==> config.mk <==
export PLATFORM = sky130hd
export DESIGN_NAME = gpio_port_ctrl
export DESIGN_NICKNAME = d
export VERILOG_FILES = /design/src/rtl/gpio_pkg.sv /design/src/rtl/gpio_regfile.sv /design/src/rtl/gpio_pin_ctrl.sv /design/src/rtl/gpio_read_mux.sv /design/src/rtl/gpio_port_ctrl.sv
export SDC_FILE = /design/constraint.sdc
export NUM_CORES = 1
export LEC_CHECK = 0
export CAP_MARGIN = 5
export CORE_ASPECT_RATIO = 0.6
export CORE_MARGIN = 2
export CORE_UTILIZATION = 45
export CTS_CLUSTER_DIAMETER = 60
export DETAILED_ROUTE_END_ITERATION = 8
export PLACE_DENSITY = 0.81
export SLEW_MARGIN = 25
export SYNTH_ARGS = -nofsm -noshare
export SYNTH_HDL_FRONTEND = slang
export SYNTH_HIERARCHICAL = 1
export SYNTH_SLANG_ARGS = --single-unit
==> constraint.sdc <==
create_clock -name clk -period 2.6 [get_ports clk]
set_input_delay 0.39 -clock clk [delete_from_list [all_inputs] [get_ports clk]]
set_output_delay 0.39 -clock clk [all_outputs]
set_load 0.01 [all_outputs]
==> src/rtl/gpio_pkg.sv <==
package gpio_pkg;

    localparam int PORT_W     = 8;
    localparam int NUM_PORTS  = 7;
    localparam int ADDR_W     = 5;
    localparam int SEG_PORTS  = 3;
    localparam int PUA_BITS   = 8;
    localparam int PUB_USED   = 6;
    localparam int PU_BITS    = PUA_BITS + PUB_USED;
    localparam int GATED_PORT = 3;
    localparam int PIN_CNT    = NUM_PORTS * PORT_W;
    localparam int SEG_CNT    = SEG_PORTS * PORT_W;

    localparam logic [ADDR_W-1:0] A_DATA_BASE = 5'h00;
    localparam logic [ADDR_W-1:0] A_GATE      = 5'h07;
    localparam logic [ADDR_W-1:0] A_DIR_BASE  = 5'h08;
    localparam logic [ADDR_W-1:0] A_PULL_A    = 5'h16;
    localparam logic [ADDR_W-1:0] A_PULL_B    = 5'h17;

    typedef logic [PORT_W-1:0] byte_t;

    typedef struct packed {
        byte_t [NUM_PORTS-1:0] latch;
        byte_t [NUM_PORTS-1:0] dir;
        logic                  gate_en;
        logic [PU_BITS-1:0]    pull;   // {B[5:0], A[7:0]}
    } gpio_state_t;

    // Ports whose direction is a single bit for the whole port.
    function automatic bit single_dir(input int port);
        return (port == 0) || (port == 1);
    endfunction

    function automatic byte_t dir_store_mask(input int port);
        return single_dir(port) ? byte_t'(8'h01) : byte_t'(8'hFF);
    endfunction

    // Index into the pull vector for a pin, or -1 when the pin has no group.
    function automatic int pull_index(input int port, input int pin);
        case (port)
            0: return (pin < 2) ? 0 : (pin < 4) ? 1 : 2;
            1: return (pin < 4) ? 3 : (pin < 6) ? 4 : 5;
            2: return (pin < 4) ? 6 : 7;
            4: return (pin == 0) ? -1 : (pin < 4) ? 8 : 9;
            5: return (pin < 4) ? 10 : 11;
            6: return (pin < 4) ? 12 : 13;
            default: return -1;
        endcase
    endfunction

endpackage

==> src/rtl/gpio_regfile.sv <==
module gpio_regfile
    import gpio_pkg::*;
(
    input  logic              clk,
    input  logic              rst,
    input  logic              we,
    input  logic [ADDR_W-1:0] addr,
    input  byte_t             wdata,
    output gpio_state_t       st
);

    always_ff @(posedge clk) begin
        if (rst) begin
            st <= '0;
        end else if (we) begin
            for (int p = 0; p < NUM_PORTS; p++) begin
                if (addr == A_DATA_BASE + ADDR_W'(p))
                    st.latch[p] <= wdata;
                if (addr == A_DIR_BASE + ADDR_W'(p))
                    st.dir[p] <= wdata & dir_store_mask(p);
            end
            if (addr == A_GATE)
                st.gate_en <= wdata[0];
            if (addr == A_PULL_A)
                st.pull[PUA_BITS-1:0] <= wdata;
            if (addr == A_PULL_B)
                st.pull[PU_BITS-1:PUA_BITS] <= wdata[PUB_USED-1:0];
        end
    end

endmodule

==> src/rtl/gpio_pin_ctrl.sv <==
module gpio_pin_ctrl
    import gpio_pkg::*;
#(
    parameter int PORT_IDX = 0
) (
    input  byte_t              latch,
    input  byte_t              dir,
    input  logic               gate_en,
    input  logic [PU_BITS-1:0] pull,
    input  byte_t              seg,
    output byte_t              eff_dir,
    output byte_t              out,
    output byte_t              oe,
    output byte_t              pu
);

    localparam bit IS_SINGLE = single_dir(PORT_IDX);
    localparam bit IS_GATED  = (PORT_IDX == GATED_PORT);

    assign eff_dir = IS_SINGLE ? {PORT_W{dir[0]}} : dir;
    assign out     = latch;

    for (genvar b = 0; b < PORT_W; b++) begin : g_pin
        localparam int PI = pull_index(PORT_IDX, b);
        if (IS_GATED) begin : g_gated
            assign oe[b] = eff_dir[b] & gate_en;
            assign pu[b] = ~gate_en;
        end else begin : g_plain
            logic grp;
            if (PI < 0) begin : g_nogrp
                assign grp = 1'b0;
            end else if (PI < PUA_BITS) begin : g_grpa
                assign grp = pull[PI] & ~seg[b];
            end else begin : g_grpb
                assign grp = pull[PI];
            end
            assign oe[b] = eff_dir[b];
            assign pu[b] = grp & ~eff_dir[b];
        end
    end

endmodule

==> src/rtl/gpio_read_mux.sv <==
module gpio_read_mux
    import gpio_pkg::*;
(
    input  logic [ADDR_W-1:0]     addr,
    input  gpio_state_t           st,
    input  byte_t [NUM_PORTS-1:0] pins,
    input  byte_t [NUM_PORTS-1:0] eff_dir,
    output byte_t                 rdata
);

    always_comb begin
        rdata = '0;
        for (int p = 0; p < NUM_PORTS; p++) begin
            if (addr == A_DATA_BASE + ADDR_W'(p))
                rdata = (st.latch[p] & eff_dir[p]) | (pins[p] & ~eff_dir[p]);
            if (addr == A_DIR_BASE + ADDR_W'(p))
                rdata = st.dir[p];
        end
        if (addr == A_GATE)
            rdata = {{(PORT_W-1){1'b0}}, st.gate_en};
        if (addr == A_PULL_A)
            rdata = st.pull[PUA_BITS-1:0];
        if (addr == A_PULL_B)
            rdata = {{(PORT_W-PUB_USED){1'b0}}, st.pull[PU_BITS-1:PUA_BITS]};
    end

endmodule

==> src/rtl/gpio_port_ctrl.sv <==
module gpio_port_ctrl
    import gpio_pkg::*;
(
    input  logic               clk,
    input  logic               rst,
    input  logic [ADDR_W-1:0]  bus_addr,
    input  logic [PORT_W-1:0]  bus_wdata,
    input  logic               bus_we,
    output logic [PORT_W-1:0]  bus_rdata,
    input  logic [PIN_CNT-1:0] pin_in,
    input  logic [SEG_CNT-1:0] seg_assign,
    output logic [PIN_CNT-1:0] pin_out,
    output logic [PIN_CNT-1:0] pin_oe,
    output logic [PIN_CNT-1:0] pin_pu
);

    gpio_state_t           st;
    byte_t [NUM_PORTS-1:0] eff_dir;
    byte_t [NUM_PORTS-1:0] pins;

    gpio_regfile u_regs (
        .clk   (clk),
        .rst   (rst),
        .we    (bus_we),
        .addr  (bus_addr),
        .wdata (bus_wdata),
        .st    (st)
    );

    for (genvar p = 0; p < NUM_PORTS; p++) begin : g_port
        byte_t seg_p;
        if (p < SEG_PORTS) begin : g_seg
            assign seg_p = seg_assign[p*PORT_W +: PORT_W];
        end else begin : g_noseg
            assign seg_p = '0;
        end
        assign pins[p] = pin_in[p*PORT_W +: PORT_W];

        gpio_pin_ctrl #(.PORT_IDX(p)) u_pins (
            .latch   (st.latch[p]),
            .dir     (st.dir[p]),
            .gate_en (st.gate_en),
            .pull    (st.pull),
            .seg     (seg_p),
            .eff_dir (eff_dir[p]),
            .out     (pin_out[p*PORT_W +: PORT_W]),
            .oe      (pin_oe[p*PORT_W +: PORT_W]),
            .pu      (pin_pu[p*PORT_W +: PORT_W])
        );
    end

    gpio_read_mux u_rd (
        .addr    (bus_addr),
        .st      (st),
        .pins    (pins),
        .eff_dir (eff_dir),
        .rdata   (bus_rdata)
    );

endmodule

**After elaboration in Yosys (flattened, before gate mapping)**

Index checks and enable logic that the tools add are counted.

- Eq/ne operators: 16
- Mux-type cells: 17
- Bitwise logic cells: 165
- Reductions and logical operators: 18

Operators with widths:

| kind | count |
|---|---|
| $mux 8 | 17 |
| $and 8x8->8 | 14 |
| $and 1x1->1 | 79 |
| $not 1->1 | 58 |
| $not 8->8 | 7 |
| $or 8x8->8 | 7 |
| $eq 5x4->1 const B | 7 |
| $reduce_and 2->1 | 17 |
| $eq 5x3->1 const B | 4 |
| $eq 5x2->1 const B | 2 |
| $eq 5x5->1 const B | 2 |
| $eq 5x1->1 const B | 1 |
| $logic_not 5->1 | 1 |

- Register bits: 113
- Input bits: 96
- Output and inout bits: 176
- Word-level logic and storage cells: 233

**Depth between registers and ports, before layout**

Gate-level depths: netlist (run 1).

- Depth after elaboration: 20
- Gate-level depth with buffers: 8
- Depth with buffers taken out: 6

**Cells and area by module**

Netlist (run 1), hierarchy kept.

Modules (own cells, without submodules):

| module | instances | cells each | area each (um^2) | sequential area each (um^2) |
|---|---|---|---|---|
| gpio_regfile | 1 | 414 | 4579.4 | 2262.2 |
| gpio_read_mux | 1 | 323 | 2218.4 | 0.0 |
| gpio_pin_ctrl at g_port[0].u_pins ... | 2 | 33 | 291.5 | 0.0 |
| gpio_pin_ctrl at g_port[5].u_pins ... | 2 | 32 | 250.2 | 0.0 |
| gpio_pin_ctrl at g_port[2].u_pins | 1 | 32 | 280.3 | 0.0 |
| gpio_pin_ctrl at g_port[4].u_pins | 1 | 33 | 245.2 | 0.0 |
| gpio_pin_ctrl at g_port[3].u_pins | 1 | 32 | 226.5 | 0.0 |
| gpio_port_ctrl | 1 | 1 | 3.8 | 0.0 |

**Worst setup path after synthesis (run 1)**

OpenSTA, ideal clock, no wires.

- Path kind: register to output
- From: register, netlist name u_regs/st[23]
- To: output bus_rdata[1]
- Arrival: 1662 ps
- Required time: 2210 ps
- Path slack: 548 ps
- Stages on the path, launching flop included: 7
- Buffers on the path: 1
- Cell sequence: dfxtp_1 buf_4 mux2_2 a22oi_1 o21ai_1 a221oi_2 nor3_2

- Word-level cells in the longest chain between the ends: 18
- Elaborated cells between the ends (all ways): 19
- Classes of those cells: mux: 15; bitwise: 4

RTL lines:

| what | line | text |
|---|---|---|
| $not 8->8 | gpio_read_mux.sv:15 | `rdata = (st.latch[p] & eff_dir[p]) \| (pins[p] & ~eff_dir[p]);` |
| $and 8x8->8 | gpio_read_mux.sv:15 |  |
| $or 8x8->8 (*) | gpio_read_mux.sv:15 |  |
| $mux 8 (*) | gpio_read_mux.sv:14 | `if (addr == A_DATA_BASE + ADDR_W'(p))` |
| $mux 8 (*) | gpio_read_mux.sv:16 | `if (addr == A_DIR_BASE + ADDR_W'(p))` |
| $mux 8 (*) | gpio_read_mux.sv:14 |  |
| $mux 8 (*) | gpio_read_mux.sv:16 |  |
| $mux 8 (*) | gpio_read_mux.sv:14 |  |
| [... 2 more ...] | - |  |
| $mux 8 (*) | gpio_read_mux.sv:16 |  |
| $mux 8 (*) | gpio_read_mux.sv:14 |  |
| $mux 8 (*) | gpio_read_mux.sv:16 |  |
| $mux 8 (*) | gpio_read_mux.sv:14 |  |
| $mux 8 (*) | gpio_read_mux.sv:16 |  |
| $mux 8 (*) | gpio_read_mux.sv:19 | `if (addr == A_GATE)` |
| $mux 8 (*) | gpio_read_mux.sv:21 | `if (addr == A_PULL_A)` |
| $mux 8 (*) | gpio_read_mux.sv:23 | `if (addr == A_PULL_B)` |
| end, declared | gpio_port_ctrl.sv:9 | `output logic [PORT_W-1:0] bus_rdata,` |

Mark *: on every way between the ends. The rest lies on a longest branch, timed or not.

**Worst setup path in the final report (run 1)**

- From: register, netlist name u_regs/st[15]
- To: output bus_rdata[5]

- Word-level cells in the longest chain between the ends: 20
- Elaborated cells between the ends (all ways): 21
- Classes of those cells: mux: 17; bitwise: 4

RTL lines:

| what | line |
|---|---|
| $not 8->8 | gpio_read_mux.sv:15 |
| $and 8x8->8 | gpio_read_mux.sv:15 |
| $or 8x8->8 (*) | gpio_read_mux.sv:15 |
| $mux 8 (*) | gpio_read_mux.sv:14 |
| $mux 8 (*) | gpio_read_mux.sv:16 |
| $mux 8 (*) | gpio_read_mux.sv:14 |
| $mux 8 (*) | gpio_read_mux.sv:16 |
| $mux 8 (*) | gpio_read_mux.sv:14 |
| [... 4 more ...] | - |
| $mux 8 (*) | gpio_read_mux.sv:16 |
| $mux 8 (*) | gpio_read_mux.sv:14 |
| $mux 8 (*) | gpio_read_mux.sv:16 |
| $mux 8 (*) | gpio_read_mux.sv:14 |
| $mux 8 (*) | gpio_read_mux.sv:16 |
| $mux 8 (*) | gpio_read_mux.sv:19 |
| $mux 8 (*) | gpio_read_mux.sv:21 |
| $mux 8 (*) | gpio_read_mux.sv:23 |

Marks and branches as above.

==> results of run 1 <==
[worst max-delay path by stage]
stage | to | startpoint
5_1_grt | bus_rdata[5] | u_regs/st[15]
2_1_floorplan | bus_rdata[1] | u_regs/st[23]
4_1_cts | bus_rdata[7] | u_regs/st[23]
6_report | bus_rdata[5] | u_regs/st[15]
3_3_place_gp | bus_rdata[5] | bus_addr[4]
3_5_place_dp | bus_rdata[6] | bus_addr[4]
[metal layers]
layer,up-vias,part of all wire
met5,-,0
li1,3521,-
met4,0,0.0068
met2,423,0.39
met3,20,0.12
met1,3645,0.48
[critical path: cells and delay by family (launching register included)]
kind / cells / cell delay, ps
mux: 1 / 260
flops: 1 / 380
simple gates: 2 / 260
buf+inv: 2 / 290
compound gates: 3 / 590
[area by class of cell]
class | count | area (sq um)
Multi-Input combinational cell | 625 | 4950
Clock buffer | 20 | 447
Timing Repair Buffer | 390 | 3670
Fill cell | 1596 | 7140
Clock inverter | 12 | 113
Tap cell | 246 | 308
Antenna cell | 1 | 2.50
Inverter | 9 | 33.8
Sequential cell | 113 | 2270
[timing repair]
| action | CTS | global route |
|---|---|---|
| hold buffers | 0 | 0 |
| gates resized for setup | 64 | 36 |
| gates cloned | 2 | 0 |
| setup endpoints to repair | 8 | 8 |
| pin swaps | 11 | 15 |
| buffers inserted | 2 | 3 |
[stage by stage]
step           area, sq um  hold slack [ps]  utilization  total power (W)
2_1_floorplan         8680              459            -          0.00217
3_3_place_gp         10900              476        0.577          0.00254
3_5_place_dp         10900              485        0.577          0.00255
4_1_cts              11700              497        0.618          0.00475
5_1_grt              11800              520        0.623          0.00492
6_report             11800              495        0.623          0.00477
[power breakdown]
group          internal, W  switching, W
Sequential         0.00174     0.0000155
Combinational     0.000401      0.000400
Clock              0.00134      0.000873
Total              0.00348       0.00129
==> out/metrics.csv, run 1 <==
stage,metric,value,unit
outcome,status,"finished, violations left",
outcome,violated checks,setup timing,
sta,Final setup violation count,1,
worst_setup_path,Setup crit start kind,register,
layout,"most common cell after layout, fill and taps aside",clkdlybuf4s50_1,
layout,Reg with most FFs,u_regs/st,
worst_setup_path,WP data required,2210,ps
global_route,Congestion Overflow GR,0,
synth,Yosys warning count,6,
hold_path,Hold EP,u_regs/st[110],
worst_setup_path,crit-path most repeated cell,nand3_1,
worst_setup_path,R2R cell count,2,
sta,Final min period,2600,ps
route,total wire length,31000,um
floorplanning,core area,18900,sq um
clock_tree,Longest Clk Path Bufs,2,
placed_design,GP Congestion,1.04,
global_route,Global Route met2 Usage,0.396,
route,average wire per standard cell,21.9,um
clock_tree,Worst-path clk slew,60,ps
floorplanning,chip width,183,um
sta,Final Hold Fails,0,
worst_setup_path,r2r setup slk,1630,ps
route,drt pass-1 iters,7,
hold_path,worst min-delay path startpoint,u_regs/st[110],
power,Cell Pwr Density,405,nW/um^2
global_route,total global-route track usage,0.296,
placed_design,PortBufs,270,
global_route,met3 usage,0.116,
route,routed vias,7609,
worst_setup_path,Critical R2R Launch,u_regs/st[14],
route,Detail Route Antenna Nets,0,
sta,worst rel slew slack,0.628,
sta,f_max,384,MHz
floorplanning,area of the die,20300,sq um
worst_setup_path,Critical Setup Path Class,reg2out,
sta,Final Cycle Share,1.00,
synth,synthesized area per cell,8.96,sq um
global_route,GR peak layer,met1,
global_route,largest net degree at the start of global routing,99,
clock_tree,worst skew pair latency,410,ps
worst_setup_path,Critical Path Max Stage Delay,380,ps
route,1st-iter DRT viols,641,
floorplanning,Initial Util,0.456,
floorplanning,Chip Height,111,um
hold_path,Hold WC Path Type,reg2reg,
synth,Synth Instances,964,
worst_setup_path,Crit path arrival time,2210,ps
route,drt drc,0,
clock_tree,H-tree levels,4,
sta,max-slew violations,0,
worst_setup_path,crit-path max FO,7,
global_route,global-route wire length before repair,45300,um
clock_tree,Inserted Clock Buffers,17,
route,Avg Vias per Cell,5.37,
clock_tree,Root Driver,clkbuf_16,
clock_tree,CTS tree,built,
power,Peak supply drop,0.443,mV
layout,Largest register FFs,113,
sta,setup ws final,-2.59,ps
global_route,initial antenna violation count,0,
worst_setup_path,critical path capture point type,output port,
clock_tree,CTS sink cnt,113,
worst_setup_path,Critical R2R Capture,u_regs/st[14],
sta,worst slew pin tran,557,ps
sta,RSZ-0062 raised after global routing,yes,
hold_path,Hold Path Stages,2,
layout,most frequent cells in the layout,"clkdlybuf4s50_1 (256), mux2i_1 (148), nand2b_1 (128)",
power,P_leak,5.00,nW
sta,TNS Setup,-2.59,ps
layout,Post-Layout Cell Count,1416,
placed_design,Placed Instances,1376,
placed_design,pre-CTS setup slack,-647,ps
global_route,vias in the first global route,7313,
sta,clock skew,0,ps
floorplanning,IO Pins,272,
worst_setup_path,CP cell instances,buf_12 -> mux2i_2 -> o21ai_1 -> a31oi_2 -> nand3_1 -> o21ai_2 -> nand3_1 -> buf_2,
layout,Nets,1252,
global_route,met1 Track Usage GR,0.448,
job,max-cap violations,0,
placed_design,HPWL Detailed,23100,um
synth,netlist area before placement,8630,sq um
layout,fraction of layout cells with a size suffix above 1,0.254,
floorplanning,row cnt,39,
worst_setup_path,Slowest cell on crit path,dfxtp_4,
layout,Largest regs,u_regs/st x113,
layout,Area Growth Syn to Fin,36.6,%
Power figures use the tool's default switching activity.
==> run 2: changes to the inputs <==
--- a/config.mk
+++ b/config.mk
@@ -11,7 +11,8 @@
 export CORE_UTILIZATION = 45
 export CTS_CLUSTER_DIAMETER = 60
 export DETAILED_ROUTE_END_ITERATION = 8
-export PLACE_DENSITY = 0.81
+export PLACE_DENSITY = 0.78
+export REMOVE_ABC_BUFFERS = 1
 export SLEW_MARGIN = 25
 export SYNTH_ARGS = -nofsm -noshare
 export SYNTH_HDL_FRONTEND = slang
==> run 2 against run 1 <==
Highest routed layer unchanged. Count of clock-buffer cells in the layout unchanged. The flow now finishes without violations. Clock power up 3%. Global-route usage up 0.72 points. Final cell count up 1.3%. Die area unchanged. First-iteration DRC count down 3.1%. Fmax up 0.48%. Non-clock buffer count up 19. Combinational power about the same. Sequential cell count unchanged. Setup slack better by 13 ps. Via count up 0.53%.
==> out/metrics.csv, run 2 (synthesized netlist as in run 1, its figures left out) <==
stage,metric,value,unit
route,Top Layer Used,met4,
route,Met3 Routed Length,2810,um
placed_design,pre-CTS setup slack,-589,ps
layout,Reg with most FFs,u_regs/st,
layout,most frequent cells in the layout,"clkdlybuf4s50_1 (256), mux2i_1 (147), buf_4 (130)",
sta,f_max,386,MHz
worst_setup_path,WP data required,2210,ps
route,met2 wire length,12600,um
sta,worst rel slew slack,0.605,
sta,TNS Setup,0,ps
worst_setup_path,Critical Setup Path Class,in2out,
sta,Final Hold Fails,0,
sta,setup ws final,9.94,ps
global_route,global-route wire length before repair,46200,um
power,Cell Pwr Density,410,nW/um^2
floorplanning,Chip Height,111,um
layout,"most common cell after layout, fill and taps aside",clkdlybuf4s50_1,
layout,# fillers,1646,
layout,Largest register FFs,113,
route,average wire per standard cell,21.8,um
layout,Nets,1271,
clock_tree,CTS tree,built,
sta,worst slew pin tran,592,ps
worst_setup_path,Crit path arrival time,2200,ps
floorplanning,row cnt,39,
worst_setup_path,critical path's top delay family,buffers and inverters,
route,M1 wire length,15500,um
hold_path,Hold WC Path Type,reg2reg,
placed_design,Post-DP Area,11000,sq um
route,1st-iter DRT viols,621,
sta,RSZ-0062 raised after global routing,yes,
worst_setup_path,Setup crit start kind,input port,
floorplanning,IO Pins,272,
route,routed vias,7649,
global_route,Congestion Overflow GR,0,
route,total wire length,31200,um
global_route,vias in the first global route,7404,
clock_tree,H-tree levels,4,
worst_setup_path,Slowest cell on crit path,nor2_4,
clock_tree,CTS sink cnt,113,
outcome,status,completed,
clock_tree,worst skew pair latency,410,ps
floorplanning,core area,18900,sq um
sta,max-slew violations,0,
layout,Largest regs,u_regs/st x113,
route,drt drc,0,
layout,fraction of layout cells with a size suffix above 1,0.258,
sta,Final Cycle Share,0.996,
worst_setup_path,Worst Path Buf+Inv,4,
placed_design,GP Congestion,0.969,
clock_tree,Worst-path clk slew,50,ps
power,P_leak,5.10,nW
job,max-cap violations,0,
global_route,total global-route track usage,0.304,
route,Avg Vias per Cell,5.33,
clock_tree,Inserted Clock Buffers,17,
floorplanning,area of the die,20300,sq um
power,Peak supply drop,0.371,mV
worst_setup_path,Critical Path Max Stage Delay,260,ps
layout,Area Growth Syn to Fin,37.0,%
global_route,largest net degree at the start of global routing,44,
clock_tree,Root Driver,clkbuf_16,
worst_setup_path,critical path capture point type,output port,
sta,Final setup violation count,0,
floorplanning,chip width,183,um
worst_setup_path,crit-path max FO,13,
placed_design,HPWL Detailed,23900,um
worst_setup_path,CP cell instances,buf_2 -> buf_4 -> nor2_4 -> nand2_1 -> a32oi_2 -> o21ai_1 -> a211oi_2 -> nor3_2 -> buf_4 -> buf_2,
floorplanning,Initial Util,0.456,
sta,Final min period,2590,ps
placed_design,PortBufs,270,
global_route,initial antenna violation count,1,
layout,"Design Area, Final",11800,sq um
route,Detail Route Antenna Nets,0,
sta,clock skew,0,ps
clock_tree,Longest Clk Path Bufs,2,
route,drt pass-1 iters,5,
[run 2: metal layers]
| metal | up-vias | track usage |
|---|---|---|
| li1 | 3560 | - |
| met1 | 3673 | 0.463 |
| met2 | 392 | 0.428 |
| met3 | 24 | 0.0802 |
| met4 | 0 | 0.0507 |
| met5 | - | 0 |
[run 2: repair_timing]
item	4_1_cts	5_1_grt
pin swaps	26	6
gates resized for setup	73	15
hold buffers	0	0
cloned	1	0
buffers inserted	5	0
endpoints found under the setup margin	8	6
[run 2: final timing paths]
path,from,endpoint,slack (ps),depth (start not counted)
worst min-delay path,u_regs/st[86],u_regs/st[86],490,2
worst min register to register,u_regs/st[86],u_regs/st[86],490,2
worst max-delay path,bus_addr[3],bus_rdata[7],10,10
worst max register to register,u_regs/st[15],u_regs/st[15],1500,4
[run 2: per-stage QoR]
| step | hold slack [ps] | total power [W] | cells | util |
|---|---|---|---|---|
| 3_5_place_dp | 486 | 0.00256 | 1397 | 0.583 |
| 6_report | 494 | 0.00484 | 1434 | 0.625 |
| 2_1_floorplan | 466 | 0.00206 | 747 | - |
| 3_3_place_gp | 473 | 0.00256 | 1397 | 0.583 |
| 4_1_cts | 495 | 0.00485 | 1433 | 0.622 |
| 5_1_grt | 518 | 0.00499 | 1434 | 0.625 |
[run 2: worst register-to-register path: cells and delay by family, from the launching register on]
kind                   cells  cell delay [ps]
DFF                        1              380
buffers and inverters      2              400
and+or+nand+nor            1               90
muxes                      1              150
[run 2: report_power, final]
| part | switching [W] | total, W | internal [W] |
|---|---|---|---|
| clock network | 0.000842 | 0.00228 | 0.00144 |
| registers | 0.0000149 | 0.00176 | 0.00174 |
| logic | 0.000398 | 0.000802 | 0.000404 |
| total | 0.00125 | 0.00484 | 0.00359 |
[run 2: layout make-up]
class | count | area [sq um] | area share
repair buffers | 409 | 3740 | 0.316
flip-flops and latches | 113 | 2270 | 0.192
diodes | 1 | 2.50 | 0.000212
clock buffers | 20 | 457 | 0.0386
clock inverters | 11 | 114 | 0.00963
multi-input cells | 625 | 4900 | 0.414
inverters | 9 | 33.8 | 0.00286
well taps | 246 | 308 | 0.0260
